$ cat src/rtl/mgmt_pkg.sv
`timescale 1ns/1ps
package mgmt_pkg;
  localparam int ADDR_W     = 5;
  localparam int DATA_W     = 16;
  localparam int PRE_BITS   = 32;
  localparam int FRAME_BITS = PRE_BITS + 2 + 2 + 2*ADDR_W + 2 + DATA_W;
  localparam int IDX_W      = $clog2(FRAME_BITS);
  localparam int TA_POS     = FRAME_BITS - DATA_W - 2;
  localparam int DATA_POS   = FRAME_BITS - DATA_W;
  localparam int PHY_LSB    = 16;
  localparam int REG_LSB    = 21;
  localparam int OP_BIT     = 26;
  localparam int RV_BIT     = 27;
  localparam int BUSY_BIT   = 28;

  typedef struct packed {
    logic load;
    logic shiftNext;
    logic sampleIn;
    logic done;
  } mgmtStrobe_t;
endpackage

$ cat src/rtl/mgmt_ctrl.sv
`timescale 1ns/1ps
module mgmt_ctrl
  import mgmt_pkg::*;
#(
  parameter int CLK_DIV = 2
) (
  input  logic             clk,
  input  logic             rstN,
  input  logic             start,
  output mgmtStrobe_t      stb,
  output logic             busy,
  output logic             mdc,
  output logic [IDX_W-1:0] bitIdx
);
  localparam int DIV_W = (CLK_DIV > 1) ? $clog2(CLK_DIV) : 1;
  localparam logic [DIV_W-1:0] DIV_LAST = DIV_W'(CLK_DIV - 1);
  localparam logic [IDX_W-1:0] LAST_BIT = IDX_W'(FRAME_BITS - 1);

  logic [DIV_W-1:0] divCnt;
  logic tick;

  assign tick = busy && (divCnt == DIV_LAST);

  always_comb begin
    stb.load      = !busy && start;
    stb.sampleIn  = tick && !mdc;
    stb.shiftNext = tick && mdc && (bitIdx != LAST_BIT);
    stb.done      = tick && mdc && (bitIdx == LAST_BIT);
  end

  always_ff @(posedge clk) begin
    if (!rstN) begin
      busy   <= 1'b0;
      mdc    <= 1'b0;
      divCnt <= '0;
      bitIdx <= '0;
    end else if (!busy) begin
      busy   <= start;
      mdc    <= 1'b0;
      divCnt <= '0;
      bitIdx <= '0;
    end else if (tick) begin
      divCnt <= '0;
      mdc    <= ~mdc;
      if (mdc) begin
        if (bitIdx == LAST_BIT) busy <= 1'b0;
        else bitIdx <= bitIdx + 1'b1;
      end
    end else begin
      divCnt <= divCnt + 1'b1;
    end
  end
endmodule

$ cat src/rtl/mgmt_datapath.sv
`timescale 1ns/1ps
module mgmt_datapath
  import mgmt_pkg::*;
(
  input  logic              clk,
  input  logic              rstN,
  input  mgmtStrobe_t       stb,
  input  logic              busy,
  input  logic [IDX_W-1:0]  bitIdx,
  input  logic [OP_BIT:0]   cmdIn,
  input  logic              rdClr,
  input  logic              mdioIn,
  output logic              mdioOut,
  output logic              mdioOe,
  output logic              isRead,
  output logic [ADDR_W-1:0] phyField,
  output logic [ADDR_W-1:0] regField,
  output logic [DATA_W-1:0] dataReg,
  output logic              rdValid
);
  logic [FRAME_BITS-1:0] shiftReg;
  logic [FRAME_BITS-1:0] frameInit;
  logic [DATA_W-1:0]     capShift;
  logic                  newRead;
  logic                  inRelease;
  logic                  inData;

  assign newRead = cmdIn[OP_BIT];

  always_comb begin
    frameInit = {{PRE_BITS{1'b1}}, 2'b01,
                 newRead ? 2'b10 : 2'b01,
                 cmdIn[PHY_LSB +: ADDR_W],
                 cmdIn[REG_LSB +: ADDR_W],
                 newRead ? 2'b00 : 2'b10,
                 newRead ? {DATA_W{1'b0}} : cmdIn[DATA_W-1:0]};
  end

  assign inRelease = isRead && (bitIdx >= IDX_W'(TA_POS));
  assign inData    = isRead && (bitIdx >= IDX_W'(DATA_POS));
  assign mdioOe    = busy && !inRelease;
  assign mdioOut   = mdioOe && shiftReg[FRAME_BITS-1];

  always_ff @(posedge clk) begin
    if (!rstN) begin
      shiftReg <= '0;
      capShift <= '0;
      isRead   <= 1'b0;
      phyField <= '0;
      regField <= '0;
      dataReg  <= '0;
      rdValid  <= 1'b0;
    end else begin
      if (rdClr) rdValid <= 1'b0;
      if (stb.load) begin
        shiftReg <= frameInit;
        isRead   <= newRead;
        phyField <= cmdIn[PHY_LSB +: ADDR_W];
        regField <= cmdIn[REG_LSB +: ADDR_W];
        dataReg  <= cmdIn[DATA_W-1:0];
        rdValid  <= 1'b0;
      end
      if (stb.shiftNext) shiftReg <= {shiftReg[FRAME_BITS-2:0], 1'b0};
      if (stb.sampleIn && inData) capShift <= {capShift[DATA_W-2:0], mdioIn};
      if (stb.done && isRead) begin
        dataReg <= capShift;
        rdValid <= 1'b1;
      end
    end
  end
endmodule

$ cat src/rtl/mgmt_cmd_port.sv
`timescale 1ns/1ps
module mgmt_cmd_port
  import mgmt_pkg::*;
#(
  parameter int CLK_DIV = 2
) (
  input  logic        clk,
  input  logic        rstN,
  input  logic        wrEn,
  input  logic        rdEn,
  input  logic        regSel,
  input  logic [31:0] wrData,
  output logic [31:0] rdData,
  output logic        mdc,
  output logic        mdioOut,
  output logic        mdioOe,
  input  logic        mdioIn
);
  mgmtStrobe_t       stb;
  logic              busy;
  logic [IDX_W-1:0]  bitIdx;
  logic              isRead;
  logic [ADDR_W-1:0] phyField;
  logic [ADDR_W-1:0] regField;
  logic [DATA_W-1:0] dataReg;
  logic              rdValid;
  logic [ADDR_W-1:0] phyAddrQ;
  logic              start;
  logic              rdClr;

  assign start = wrEn && !regSel && (wrData[31:RV_BIT] == '0);
  assign rdClr = rdEn && !regSel;

  mgmt_ctrl #(.CLK_DIV(CLK_DIV)) uCtrl (
    .clk(clk), .rstN(rstN), .start(start), .stb(stb),
    .busy(busy), .mdc(mdc), .bitIdx(bitIdx)
  );

  mgmt_datapath uData (
    .clk(clk), .rstN(rstN), .stb(stb), .busy(busy), .bitIdx(bitIdx),
    .cmdIn(wrData[OP_BIT:0]), .rdClr(rdClr), .mdioIn(mdioIn),
    .mdioOut(mdioOut), .mdioOe(mdioOe), .isRead(isRead),
    .phyField(phyField), .regField(regField), .dataReg(dataReg),
    .rdValid(rdValid)
  );

  always_ff @(posedge clk) begin
    if (!rstN) phyAddrQ <= '0;
    else if (wrEn && regSel) phyAddrQ <= wrData[ADDR_W-1:0];
  end

  always_comb begin
    if (regSel) rdData = {{(32-ADDR_W){1'b0}}, phyAddrQ};
    else rdData = {3'b000, busy, rdValid, isRead, regField, phyField, dataReg};
  end
endmodule

$ cat config.mk
export PLATFORM = sky130hd
export DESIGN_NAME = mgmt_cmd_port
export DESIGN_NICKNAME = d
export VERILOG_FILES = /design/src/rtl/mgmt_pkg.sv /design/src/rtl/mgmt_ctrl.sv /design/src/rtl/mgmt_datapath.sv /design/src/rtl/mgmt_cmd_port.sv
export SDC_FILE = /design/constraint.sdc
export NUM_CORES = 1
export LEC_CHECK = 0
export BUFFER_PORTS_ARGS = -buffer_cell sky130_fd_sc_hd__buf_4
export CORE_ASPECT_RATIO = 1.4
export CORE_MARGIN = 4
export CORE_UTILIZATION = 58
export DETAILED_ROUTE_END_ITERATION = 7
export PLACE_DENSITY = 0.8
export SYNTH_ARGS = -nofsm -noshare
export SYNTH_HDL_FRONTEND = slang
export SYNTH_HIERARCHICAL = 1
export SYNTH_SLANG_ARGS = --single-unit
$ cat constraint.sdc
create_clock -name clk -period 3 [get_ports clk]
set_input_delay 0.6 -clock clk [delete_from_list [all_inputs] [get_ports clk]]
set_output_delay 0.6 -clock clk [all_outputs]
set_load 0.05 [all_outputs]
==> run summary, run 1 <==
First-pass iteration count of the detailed router - 5
Final setup vio count - 0
Setup crit end kind - register
WP data required - 3.35 ns
Die ar. - 11500 µm²
# port buffers - 69
Mapped Cells - 555
Max incr delay on CP - 0.59 ns
Height of the die - 125 µm
Startpoint Class - register
Worst-path clk slew - 0.05 ns
Antenna viol nets, final - 0
H-tree depth - 4
Drt wl/cell - 15.3 µm
Maximum VDD drop - 0.543 mV
Crit-path max FO - 18
Total core area - 9510 µm²
CTS tree - built
Final Wtd Congestion - 0.865
Routing usage on met3 - 5.35%
FILL cells - 709
Synthesized area - 5680 µm²
Largest net degree at the start of global routing - 130
Starting Density - 59.7%
Tmin final - 2.45 ns
Layout area overhead - 19.6%
CTS Root Cell - clkbuf_16
GR Util All Layers - 20.2%
Initial antenna violation count - 0
Slew HR - 55.0%
Register bit total from synthesis - 122
Vias in the first global route - 4024
Actual slew at the worst max-slew pin - 0.674 ns
Total CTS buffers - 17
MaxCap Viol Count - 0
Worst EP arrival - 2.80 ns
FMAX - 408 MHz
CP Cell Sequence - ha_1 -> nand4_1 -> nor3_1 -> buf_4 -> and2_1 -> o211a_1
Synth Warn # - 6
DIE WIDTH - 91.6 µm
Final Hold Viols - 0
Avg Cell Area, Syn - 10.2 µm²
# Post-CTS Setup Buffers - 0
Drt drc - 0
Count of cell types in the netlist - 44
Met1 usage - 25.1%
Grt ovf - 0
First-pass GRT wire length - 18.9 mm
Fin nets - 636
Vias per cell - 5.67
Worst-skew pair later-pin latency - 0.41 ns
Layout cell share with drive strength beyond 1 - 23.6%
Worst Skew - 0.00944 ns
Final WL - 11.3 mm
RSZ-0062 raised after global routing - false
Tcrit/Tclk final - 81.7%
Sequential Area - 2440 µm²
Register area share after synthesis - 43.0%
DP Wirelength - 7.20 mm
Via count - 4205
HP Class - in -> reg
Status - finished clean
Hold Buf Count CTS - 0
Max Slew Vio Count - 0
LEAKAGE - 0.00337 µW
Pwr Density - 566 nW/µm²
Post-CTS Resized - 0
Cell Rows - 42
Antenna Diode Count - 0
Crit path buf inv count - 1
CTS Buffer Depth - 2
Total power - 3840 µW
Top delay family on crit path - simple AND/OR/NAND/NOR gates
Multi-input logic area - 2940 µm²
Final TNS setup - 0 ns
CP Class - reg -> reg
Met2 global-route usage - 32.7%
First DRT Iteration DRCs - 222
# IOs - 73
CP max-delay cell - and2_1
Layer with the highest usage - met2
CTS Sinks - 122
-- final timing paths --
kind | end | cells past startpoint | from | slack, ns
setup / recovery | uData/dataReg[15]$_SDFFE_PN0P_ | 6 | uCtrl/bitIdx[1]$_SDFFE_PP0P_ | 0.55
hold / removal | uData/capShift[0]$_SDFFE_PN0P_ | 3 | mdioIn | 0.45
setup reg to reg | uData/dataReg[15]$_SDFFE_PN0P_ | 6 | uCtrl/bitIdx[1]$_SDFFE_PP0P_ | 0.55
hold reg to reg | uData/shiftReg[16]$_SDFFE_PN0P_ | 2 | uData/shiftReg[15]$_SDFFE_PN0P_ | 0.46
-- power by group --
group / switching [µW] / internal [µW] / leakage [µW]
Sequential: 4.60 / 1630 / 0.000983
Clock: 679 / 1390 / 0.000304
Combinational: 81.6 / 59.2 / 0.00208
-- metal layers --
layer	share of wire, %	vias to the layer above
met5	0	-
met3	4.0	17
li1	-	2082
met1	43	2011
met4	1.8	0
met2	51	95
-- synthesized netlist by cell type --
| cell | instances | area [µm²] |
|---|---|---|
| a211oi_1 | 2 | 15.0 |
| a21boi_1 | 2 | 15.0 |
| a21o_1 | 1 | 7.51 |
| a21oi_1 | 3 | 15.0 |
| a21oi_2 | 1 | 8.76 |
| a31o_2 | 1 | 8.76 |
| a31oi_1 | 2 | 12.5 |
| and2_1 | 3 | 18.8 |
| and2b_1 | 1 | 7.51 |
| and3b_1 | 15 | 131 |
| and4_1 | 1 | 8.76 |
| buf_1 | 6 | 22.5 |
| buf_2 | 22 | 110 |
| buf_4 | 5 | 37.5 |
| buf_6 | 6 | 67.6 |
| clkbuf_1 | 16 | 60.1 |
| conb_1 | 1 | 3.75 |
| dfxtp_1 | 122 | 2440 |
| ha_1 | 1 | 12.5 |
| inv_1 | 3 | 11.3 |
| mux2_2 | 32 | 360 |
| mux2i_1 | 30 | 300 |
| nand2_1 | 34 | 128 |
| nand2b_1 | 65 | 407 |
| nand3_1 | 2 | 10.0 |
| nand3_2 | 1 | 10.0 |
| nand3b_1 | 17 | 128 |
| nand4_1 | 6 | 37.5 |
| nand4_2 | 1 | 12.5 |
| nor2_1 | 4 | 15.0 |
| nor2b_1 | 54 | 338 |
| nor3_1 | 1 | 5.00 |
| nor3b_1 | 1 | 7.51 |
| nor4_1 | 1 | 6.26 |
| nor4b_4 | 1 | 23.8 |
| o211a_1 | 27 | 270 |
| o21a_1 | 1 | 7.51 |
| o21ai_0 | 6 | 30.0 |
| o21bai_1 | 1 | 7.51 |
| o311a_1 | 51 | 510 |
| o31a_1 | 1 | 8.76 |
| or3b_1 | 2 | 17.5 |
| or4_4 | 1 | 11.3 |
| xnor2_1 | 1 | 8.76 |
-- kinds of logic after synthesis --
kind of cell / share of synthesized area, %
buffers and inverters: 5.44
other: 0.0661
adder cells (fa/ha/maj): 0.220
multiplexers: 11.6
flip-flops: 43.0
AO/OA/AOI/OAI: 16.2
AND/OR/NAND/NOR: 23.3
XOR/XNOR: 0.154
-- cell usage in the layout (no fill, tap or decap), drive strengths merged, types with 2 or more instances in the layout --
master	Yosys	routed
a31oi	2	2
dfxtp	122	122
o311a	51	51
o21ai	6	6
or3b	2	2
nand3b	17	17
nand4	7	7
mux2	32	32
nand3	3	3
buf	39	76
mux2i	30	30
clkinv	0	5
inv	3	3
and2	3	3
clkbuf	16	24
bufinv	0	3
nor2b	54	54
conb	1	3
nor2	4	4
a21boi	2	2
o211a	27	27
nand2	34	34
and3b	15	15
a211oi	2	2
a21oi	4	4
nand2b	65	65
-- per-stage QoR --
stage / std cells / setup WS, ns / util (%) / hold slack (ns) / instance area [µm²]
5_1_grt: 742 / 0.413 / 71.4 / 0.450 / 6790
3_5_place_dp: 710 / 0.332 / 65.0 / 0.442 / 6180
6_report: 742 / 0.550 / 71.4 / 0.448 / 6790
2_1_floorplan: 557 / 0.614 / - / 0.426 / 5680
3_3_place_gp: 710 / 0.361 / 65.0 / 0.438 / 6180
4_1_cts: 742 / 0.581 / 71.4 / 0.435 / 6790
-- worst register-to-register path: stages (launching register included) --
cell and delay [ns]:
dfxtp_1 0.40, ha_1 0.33, nand4_1 0.25, nor3_1 0.28
buf_4 0.26, and2_1 0.59, o211a_1 0.27
-- sequential cells by signal, indices dropped and copies added, names as in the netlist, 5 cells and up --
signal	flops
phyAddrQ	5
uData/capShift	16
uData/regField	5
uData/shiftReg	64
uCtrl/bitIdx	6
uData/phyField	5
uData/dataReg	16
-- layout make-up --
cell class | count | area share, %
multi-input combinational | 377 | 43.3
timing repair buffer | 76 | 9.14
sequential | 122 | 36.0
clock inverter | 8 | 1.70
inverter | 3 | 0.166
clock buffer | 24 | 7.24
tap | 132 | 2.43
(Power assumes the default switching activity.)
==> inputs of run 2 (changes only) <==
--- a/config.mk
+++ b/config.mk
@@ -8,9 +8,9 @@
 export BUFFER_PORTS_ARGS = -buffer_cell sky130_fd_sc_hd__buf_4
 export CORE_ASPECT_RATIO = 1.4
 export CORE_MARGIN = 4
-export CORE_UTILIZATION = 58
+export CORE_UTILIZATION = 52
 export DETAILED_ROUTE_END_ITERATION = 7
-export PLACE_DENSITY = 0.8
+export PLACE_DENSITY = 0.76
 export SYNTH_ARGS = -nofsm -noshare
 export SYNTH_HDL_FRONTEND = slang
 export SYNTH_HIERARCHICAL = 1
==> constraint.sdc (replaced) <==
create_clock -name clk -period 2.1 [get_ports clk]
set_input_delay 0.42 -clock clk [delete_from_list [all_inputs] [get_ports clk]]
set_output_delay 0.42 -clock clk [all_outputs]
set_load 0.05 [all_outputs]
==> run 2 against run 1 <==
  * Worst setup slack worse by 0.44 ns
  * Power rose by 48%
  * Wire length grew 2.2%
  * Critical path depth increased by 1
  * Sequential share of layout area fell by 0.86 points
  * Clock skew increased by 0.0065 ns
  * Largest power group unchanged
  * Sequential power rose by 43%
==> run summary, run 2 (synthesized netlist as in run 1, its figures left out) <==
Biggest register - uData/shiftReg (unchanged)
Vias in the first global route - 4197 (was 4024)
Total core area - 10500 µm² (was 9510 µm²)
First-pass GRT wire length - 19.6 mm (was 18.9 mm)
Antenna viol nets, final - 0 (unchanged)
Flop-to-flop setup slack - 0.16 ns (was 0.55 ns)
HP Class - in -> reg (unchanged)
Starting Density - 54.0% (was 59.7%)
GR Util All Layers - 19.1% (was 20.2%)
Height of the die - 132 µm (was 125 µm)
Worst EP arrival - 2.29 ns (was 2.80 ns)
First DRT Iteration DRCs - 144 (was 222)
Sequential Area - 2440 µm² (unchanged)
Sw frac - 20.0% (was 19.9%)
# IOs - 73 (unchanged)
Reg2reg end - uData/dataReg[12]$_SDFFE_PN0P_ (was uData/dataReg[15]$_SDFFE_PN0P_)
Commonest non-fill, non-tap cells in the layout - dfxtp_1, buf_4, nand2b_1 (unchanged)
Most common cell after layout, fill and taps aside - dfxtp_1 (unchanged)
Actual slew at the worst max-slew pin - 0.570 ns (was 0.674 ns)
Cell count of the worst reg-to-reg path - 7 (was 6)
Vias per cell - 5.54 (was 5.67)
Largest net degree at the start of global routing - 93 (was 130)
CTS Sinks - 122 (unchanged)
Via count - 4230 (was 4205)
CP max-delay cell - or4_4 (was and2_1)
Placed cells - 733 (was 710)
Final WL - 11.6 mm (was 11.3 mm)
Pwr Density - 816 nW/µm² (was 566 nW/µm²)
# port buffers - 69 (unchanged)
Max Slew Vio Count - 0 (unchanged)
Clock share of power - 55.2% (was 53.7%)
Final Wtd Congestion - 0.843 (was 0.865)
Post-Layout Cell Count - 764 (was 742)
Top delay family on crit path - simple AND/OR/NAND/NOR gates (unchanged)
Maximum VDD drop - 0.647 mV (was 0.543 mV)
Status - finished clean (unchanged)
Sequential Power Share - 41.1% (was 42.6%)
Switching Power - 1140 µW (was 765 µW)
DIE WIDTH - 96.3 µm (was 91.6 µm)
First-pass iteration count of the detailed router - 4 (was 5)
Die ar. - 12700 µm² (was 11500 µm²)
Worst-skew pair later-pin latency - 0.42 ns (was 0.41 ns)
H-tree depth - 4 (unchanged)
Cell Rows - 44 (was 42)
CTS Buffer Depth - 2 (unchanged)
Worst Setup EP - uData/dataReg[4]$_SDFFE_PN0P_ (was uData/dataReg[15]$_SDFFE_PN0P_)
CP Class - in -> reg (was reg -> reg)
Total CTS buffers - 17 (unchanged)
Multi-input logic area - 2950 µm² (was 2940 µm²)
FMAX - 504 MHz
MaxCap Viol Count - 0 (unchanged)
Largest regs - uData/shiftReg (64), uData/capShift (16), uData/dataReg (16) (unchanged)
Startpoint Class - input port (was register)
Stages on worst setup path - 7 (was 6)
Slew HR - 62.0% (was 55.0%)
Setup crit end kind - register (unchanged)
Drt drc - 0 (unchanged)
P_int - 4540 µW (was 3080 µW)
Crit-path max FO - 31 (was 18)
CP Cell Sequence - buf_4 -> or4_4 -> nor4b_4 -> and2b_4 -> buf_12 -> mux2_2 -> o211a_1 (was ha_1 -> nand4_1 -> nor3_1 -> buf_4 -> and2_1 -> o211a_1)
Logic pwr share - 3.6% (was 3.7%)
WP data required - 2.40 ns (was 3.35 ns)
Max reg flops - 64 (unchanged)
Final setup vio count - 0 (unchanged)
Worst-path clk slew - 0.05 ns (about the same)
Tmin final - 1.99 ns
CTS Root Cell - clkbuf_16 (unchanged)
LEAKAGE - 0.00346 µW (was 0.00337 µW)
FILL cells - 821 (was 709)
Max incr delay on CP - 0.55 ns (was 0.59 ns)
Final Hold Viols - 0 (unchanged)
Tcrit/Tclk final - 94.5%
Crit path buf inv count - 2 (was 1)
Worst Skew - 0.0160 ns (was 0.00944 ns)
CTS tree - built (unchanged)
Layout cell share with drive strength beyond 1 - 26.0% (was 23.6%)
Critical R2R Launch - uCtrl/bitIdx[1]$_SDFFE_PP0P_ (unchanged)
DP Wirelength - 7.86 mm (was 7.20 mm)
Drt wl/cell - 15.1 µm (was 15.3 µm)
RSZ-0062 raised after global routing - false (unchanged)
Layout area overhead - 22.5% (was 19.6%)
CP startpoint - wrData[27] (was uCtrl/bitIdx[1]$_SDFFE_PP0P_)
Final TNS setup - 0 ns (unchanged)
Antenna Diode Count - 0 (unchanged)
Fin nets - 653 (was 636)
Grt ovf - 0 (unchanged)
Initial antenna violation count - 0 (unchanged)
# Post-CTS Setup Buffers - 0 (unchanged)
Final core utilization - 66.1% (was 71.4%)
-- run 2: worst min path at each step --
| stage | start | to | slack, ns | cells after the start |
|---|---|---|---|---|
| finish | wrData[0] | phyAddrQ[0]$_SDFFE_PN0P_ | 0.27 | 3 |
| global route | wrData[3] | phyAddrQ[3]$_SDFFE_PN0P_ | 0.28 | 3 |
| CTS | wrData[1] | phyAddrQ[1]$_SDFFE_PN0P_ | 0.25 | 3 |
| detailed placement | uData/shiftReg[15]$_SDFFE_PN0P_ | uData/shiftReg[16]$_SDFFE_PN0P_ | 0.45 | 2 |
| global placement | uData/shiftReg[30]$_SDFFE_PN0P_ | uData/shiftReg[31]$_SDFFE_PN0P_ | 0.44 | 2 |
| floorplan | uData/shiftReg[15]$_SDFFE_PN0P_ | uData/shiftReg[16]$_SDFFE_PN0P_ | 0.43 | 2 |
-- run 2: metrics by stage --
stage | power, µW | setup slack [ns] | hold slack [ns] | cell area [µm²]
after floorplan | 2500 | -0.106 | 0.426 | 5690
after global placement | 2590 | -0.261 | 0.439 | 6310
after detailed placement | 2590 | -0.299 | 0.448 | 6310
after CTS | 5730 | 0.119 | 0.249 | 6950
after global routing | 5860 | 0.0448 | 0.281 | 6960
final | 5680 | 0.115 | 0.267 | 6960
-- run 2: metal layers --
layer,routed length (µm),track usage (%),up-vias
met5,0,0,-
met4,130,6.16,0
met3,296,5.26,14
met2,6130,32.3,57
met1,5010,23.1,2051
li1,-,-,2108
-- run 2: cell type report --
| type | instances | share of cell area (%) |
|---|---|---|
| clock buffer | 19 | 6.37 |
| multi-input combinational | 377 | 42.5 |
| sequential | 122 | 35.1 |
| tap | 138 | 2.48 |
| timing repair buffer | 93 | 10.6 |
| clock inverter | 12 | 2.84 |
| inverter | 3 | 0.162 |
-- run 2: power by group through the flow --
| stage | registers (µW) | clock network, µW | logic, µW |
|---|---|---|---|
| 2_1_floorplan | 2380 | 0 | 116 |
| 3_3_place_gp | 2380 | 0 | 204 |
| 3_5_place_dp | 2390 | 0 | 206 |
| 4_1_cts | 2340 | 3190 | 207 |
| 5_1_grt | 2340 | 3300 | 222 |
| 6_report | 2340 | 3140 | 206 |
-- run 2: tightest hold or removal path, delay by kind of cell --
kind	cells	cell delay [ns]
buffers and inverters	1	0.09
AOI/OAI and AO/OA	1	0.07
and+or+nand+nor	1	0.06
-- run 2: repair_timing --
item / in CTS / in global routing
endpoints found under the setup margin: 0 / 1
gates resized for setup: 0 / 1
hold buffers: 0 / 0
==> inputs of run 3 (changes only) <==
--- a/config.mk
+++ b/config.mk
@@ -5,6 +5,7 @@
 export SDC_FILE = /design/constraint.sdc
 export NUM_CORES = 1
 export LEC_CHECK = 0
+export ABC_AREA = 1
 export BUFFER_PORTS_ARGS = -buffer_cell sky130_fd_sc_hd__buf_4
 export CORE_ASPECT_RATIO = 1.4
 export CORE_MARGIN = 4
==> run 3 against run 2 <==
  * Clock power fell by 9.2%
  * Clock skew fell by 0.0093 ns
  * Die area decreased by 3.6%
  * Non-clock buffer count decreased by 4
  * Critical path depth is 1 lower
  * Final cell count is 32% higher
  * Clock-buffer cell count increased by 4
  * First-iteration DRC count rose by 140%
  * Via count rose by 24%
  * Area after synthesis is 3.9% lower
==> run summary, run 3 <==
Max incr delay on CP - 0.44 ns (was 0.55 ns)
Vias in the first global route - 5109 (was 4197)
CTS tree - built (unchanged)
Total CTS buffers - 17 (unchanged)
Worst Min Path Start - wrData[18] (was wrData[0])
Max reg flops - 64 (unchanged)
WP data required - 1.68 ns (was 2.40 ns)
Worst Setup EP - mdioOut (was uData/dataReg[4]$_SDFFE_PN0P_)
# port buffers - 69 (unchanged)
Crit-path max FO - 5 (was 31)
RSZ-0062 raised after global routing - false (unchanged)
Synth top area cells - dfxtp_1, nor2_1, nand2_1 (was dfxtp_1, o311a_1, nand2b_1)
Count of cell types in the netlist - 28 (was 44)
HP Class - in -> reg (unchanged)
Layout cell share with drive strength beyond 1 - 15.2% (was 26.0%)
Final WL - 13.2 mm (was 11.6 mm)
Grt ovf - 0 (unchanged)
Height of the die - 129 µm (was 132 µm)
Critical path's most frequent cell - nand2_1
Flop-to-flop setup slack - 0.20 ns (was 0.16 ns)
Status - finished clean (unchanged)
Most common cell after layout, fill and taps aside - nor2_1 (was dfxtp_1)
Cell with the most instances after synthesis - nor2_1 (was dfxtp_1)
Post-CTS Resized - 0 (unchanged)
# IOs - 73 (unchanged)
Pwr Density - 822 nW/µm² (was 816 nW/µm²)
CP max-delay cell - dfxtp_1 (was or4_4)
First-pass iteration count of the detailed router - 5 (was 4)
Worst-skew pair later-pin latency - 0.40 ns (was 0.42 ns)
Biggest register - uData/shiftReg (unchanged)
CP Class - reg -> out (was in -> reg)
CTS Root Cell - clkbuf_16 (unchanged)
Total core area - 10300 µm² (was 10500 µm²)
CTS Buffer Depth - 2 (unchanged)
Synthesized area - 5460 µm² (was 5680 µm²)
Final Wtd Congestion - 0.818 (was 0.843)
DIE WIDTH - 94.6 µm (was 96.3 µm)
Worst EP arrival - 1.49 ns (was 2.29 ns)
Synth Flop Type - dfxtp_1 (unchanged)
Worst-path clk slew - 0.05 ns (about the same)
Area after DPL - 6040 µm² (was 6310 µm²)
Largest regs - uData/shiftReg (64), uData/capShift (16), uData/dataReg (16) (unchanged)
Startpoint Class - register (was input port)
Synth top cells by count - nor2_1, nand2_1, dfxtp_1 (was dfxtp_1, nand2b_1, nor2b_1)
Post-synth top area share - 44.8% (was 43.0%)
Cell count of the worst reg-to-reg path - 8 (was 7)
Die ar. - 12200 µm² (was 12700 µm²)
Drt drc - 0 (unchanged)
Commonest non-fill, non-tap cells in the layout - nor2_1, nand2_1, dfxtp_1 (was dfxtp_1, buf_4, nand2b_1)
Register bit total from synthesis - 122 (unchanged)
Layout area overhead - 21.6% (was 22.5%)
Post-synth ARST share - 0% (unchanged)
LEAKAGE - 0.00286 µW (was 0.00346 µW)
Initial antenna violation count - 0 (unchanged)
Maximum VDD drop - 0.556 mV (was 0.647 mV)
Via count - 5240 (was 4230)
Cell Rows - 44 (unchanged)
Max Slew Vio Count - 0 (unchanged)
Final setup vio count - 0 (unchanged)
Vias per cell - 5.18 (was 5.54)
Fin nets - 901 (was 653)
Largest net degree at the start of global routing - 37 (was 93)
Critical R2R Launch - uCtrl/bitIdx[0]$_SDFFE_PP0P_ (was uCtrl/bitIdx[1]$_SDFFE_PP0P_)
Mapped Cells - 806 (was 555)
Final Hold Viols - 0 (unchanged)
Avg Cell Area, Syn - 6.77 µm² (was 10.2 µm²)
DP Wirelength - 8.58 mm (was 7.86 mm)
Final TNS setup - 0 ns (unchanged)
Antenna viol nets, final - 0 (unchanged)
CP Cell Sequence - nand3_1 -> nand2_1 -> inv_1 -> nand2_1 -> nor2_1 -> buf_4 (was buf_4 -> or4_4 -> nor4b_4 -> and2b_4 -> buf_12 -> mux2_2 -> o211a_1)
FMAX - 524 MHz (was 504 MHz)
EDFF count, synth - 0 (unchanged)
Hold Buf Count CTS - 0 (unchanged)
Drt wl/cell - 13.0 µm (was 15.1 µm)
CTS Sinks - 122 (unchanged)
H-tree depth - 4 (unchanged)
Tcrit/Tclk final - 90.8% (was 94.5%)
Register area share after synthesis - 44.8% (was 43.0%)
Reg2reg end - uData/shiftReg[62]$_SDFFE_PN0P_ (was uData/dataReg[12]$_SDFFE_PN0P_)
Antenna Diode Count - 0 (unchanged)
Yosys top cell by area - dfxtp_1 (unchanged)
Setup crit end kind - primary output (was register)
MaxCap Viol Count - 0 (unchanged)
First-pass GRT wire length - 22.2 mm (was 19.6 mm)
CP startpoint - uData/isRead$_SDFFE_PN0P_ (was wrData[27])
First DRT Iteration DRCs - 344 (was 144)
Synth Warn # - 6 (unchanged)
Tmin final - 1.91 ns (was 1.99 ns)
# Post-CTS Setup Buffers - 0 (unchanged)
GR Util All Layers - 22.4% (was 19.1%)
Starting Density - 53.0% (was 54.0%)
Final Cell Area - 6630 µm² (was 6960 µm²)
Worst Skew - 0.00669 ns (was 0.0160 ns)
[run 3: cell count changes after synthesis, sizes merged, moves of 53 or more]
cell / change
inv: +76
nand2b: -65
o21ai: +53
nand2: +129
a21oi: +58
nor2: +168
nor2b: -54
[run 3: final cells by class]
cell class	instances	area, µm²
fill	930	3660
sequential	122	2440
tap	138	173
clock inverter	7	90.1
inverter	79	299
multi-input combinational	553	2440
clock buffer	23	498
timing repair buffer	89	693
[run 3: critical path: cells and delay by family, from the launching register on]
| family | cells | cell delay [ns] |
|---|---|---|
| AND/OR/NAND/NOR | 4 | 0.42 |
| flip-flops | 1 | 0.44 |
| buffers and inverters | 2 | 0.22 |
[run 3: power breakdown]
part / total, µW / switching, µW / internal [µW]
logic: 263 / 168 / 94.3
clock network: 2850 / 967 / 1880
registers: 2340 / 6.06 / 2330
total: 5450 / 1140 / 4310
[run 3: worst min-delay path by stage]
| stage | end | depth (start not counted) |
|---|---|---|
| finish | uData/shiftReg[25]$_SDFFE_PN0P_ | 3 |
| global placement | uCtrl/divCnt$_SDFF_PP0_ | 1 |
| CTS | uData/shiftReg[25]$_SDFFE_PN0P_ | 3 |
| global route | uData/shiftReg[22]$_SDFFE_PN0P_ | 3 |
| floorplan | uCtrl/divCnt$_SDFF_PP0_ | 1 |
| detailed placement | uCtrl/divCnt$_SDFF_PP0_ | 1 |
[run 3: kinds of logic after synthesis]
logic type                 after synthesis  synth area share (%)
AOI/OAI and AO/OA                      122                  11.4
DFF                                    122                  44.8
buffers and inverters                  133                  10.8
adders and majority gates                1                 0.229
other                                    1                0.0687
and+or+nand+nor                        424                  32.2
xor gates and xnor gates                 3                 0.482
[run 3: metrics by stage]
stage	instances	power (µW)	hold slack (ns)	worst slack, ns	util [%]
after floorplan	808	2540	0.412	0.194	-
after global placement	981	2640	0.426	0.248	58.7
after detailed placement	981	2650	0.429	0.238	58.7
after CTS	1011	5500	0.262	0.185	64.4
after global routing	1011	5620	0.277	0.00207	64.4
final	1011	5450	0.272	0.193	64.4
[run 3: routing by layer]
layer / up-vias / track usage (%) / routed length (µm)
li1: 2640 / - / -
met1: 2419 / 26.1 / 5540
met2: 154 / 39.5 / 6570
met3: 27 / 4.82 / 739
met4: 0 / 9.35 / 320
met5: - / 0 / 0
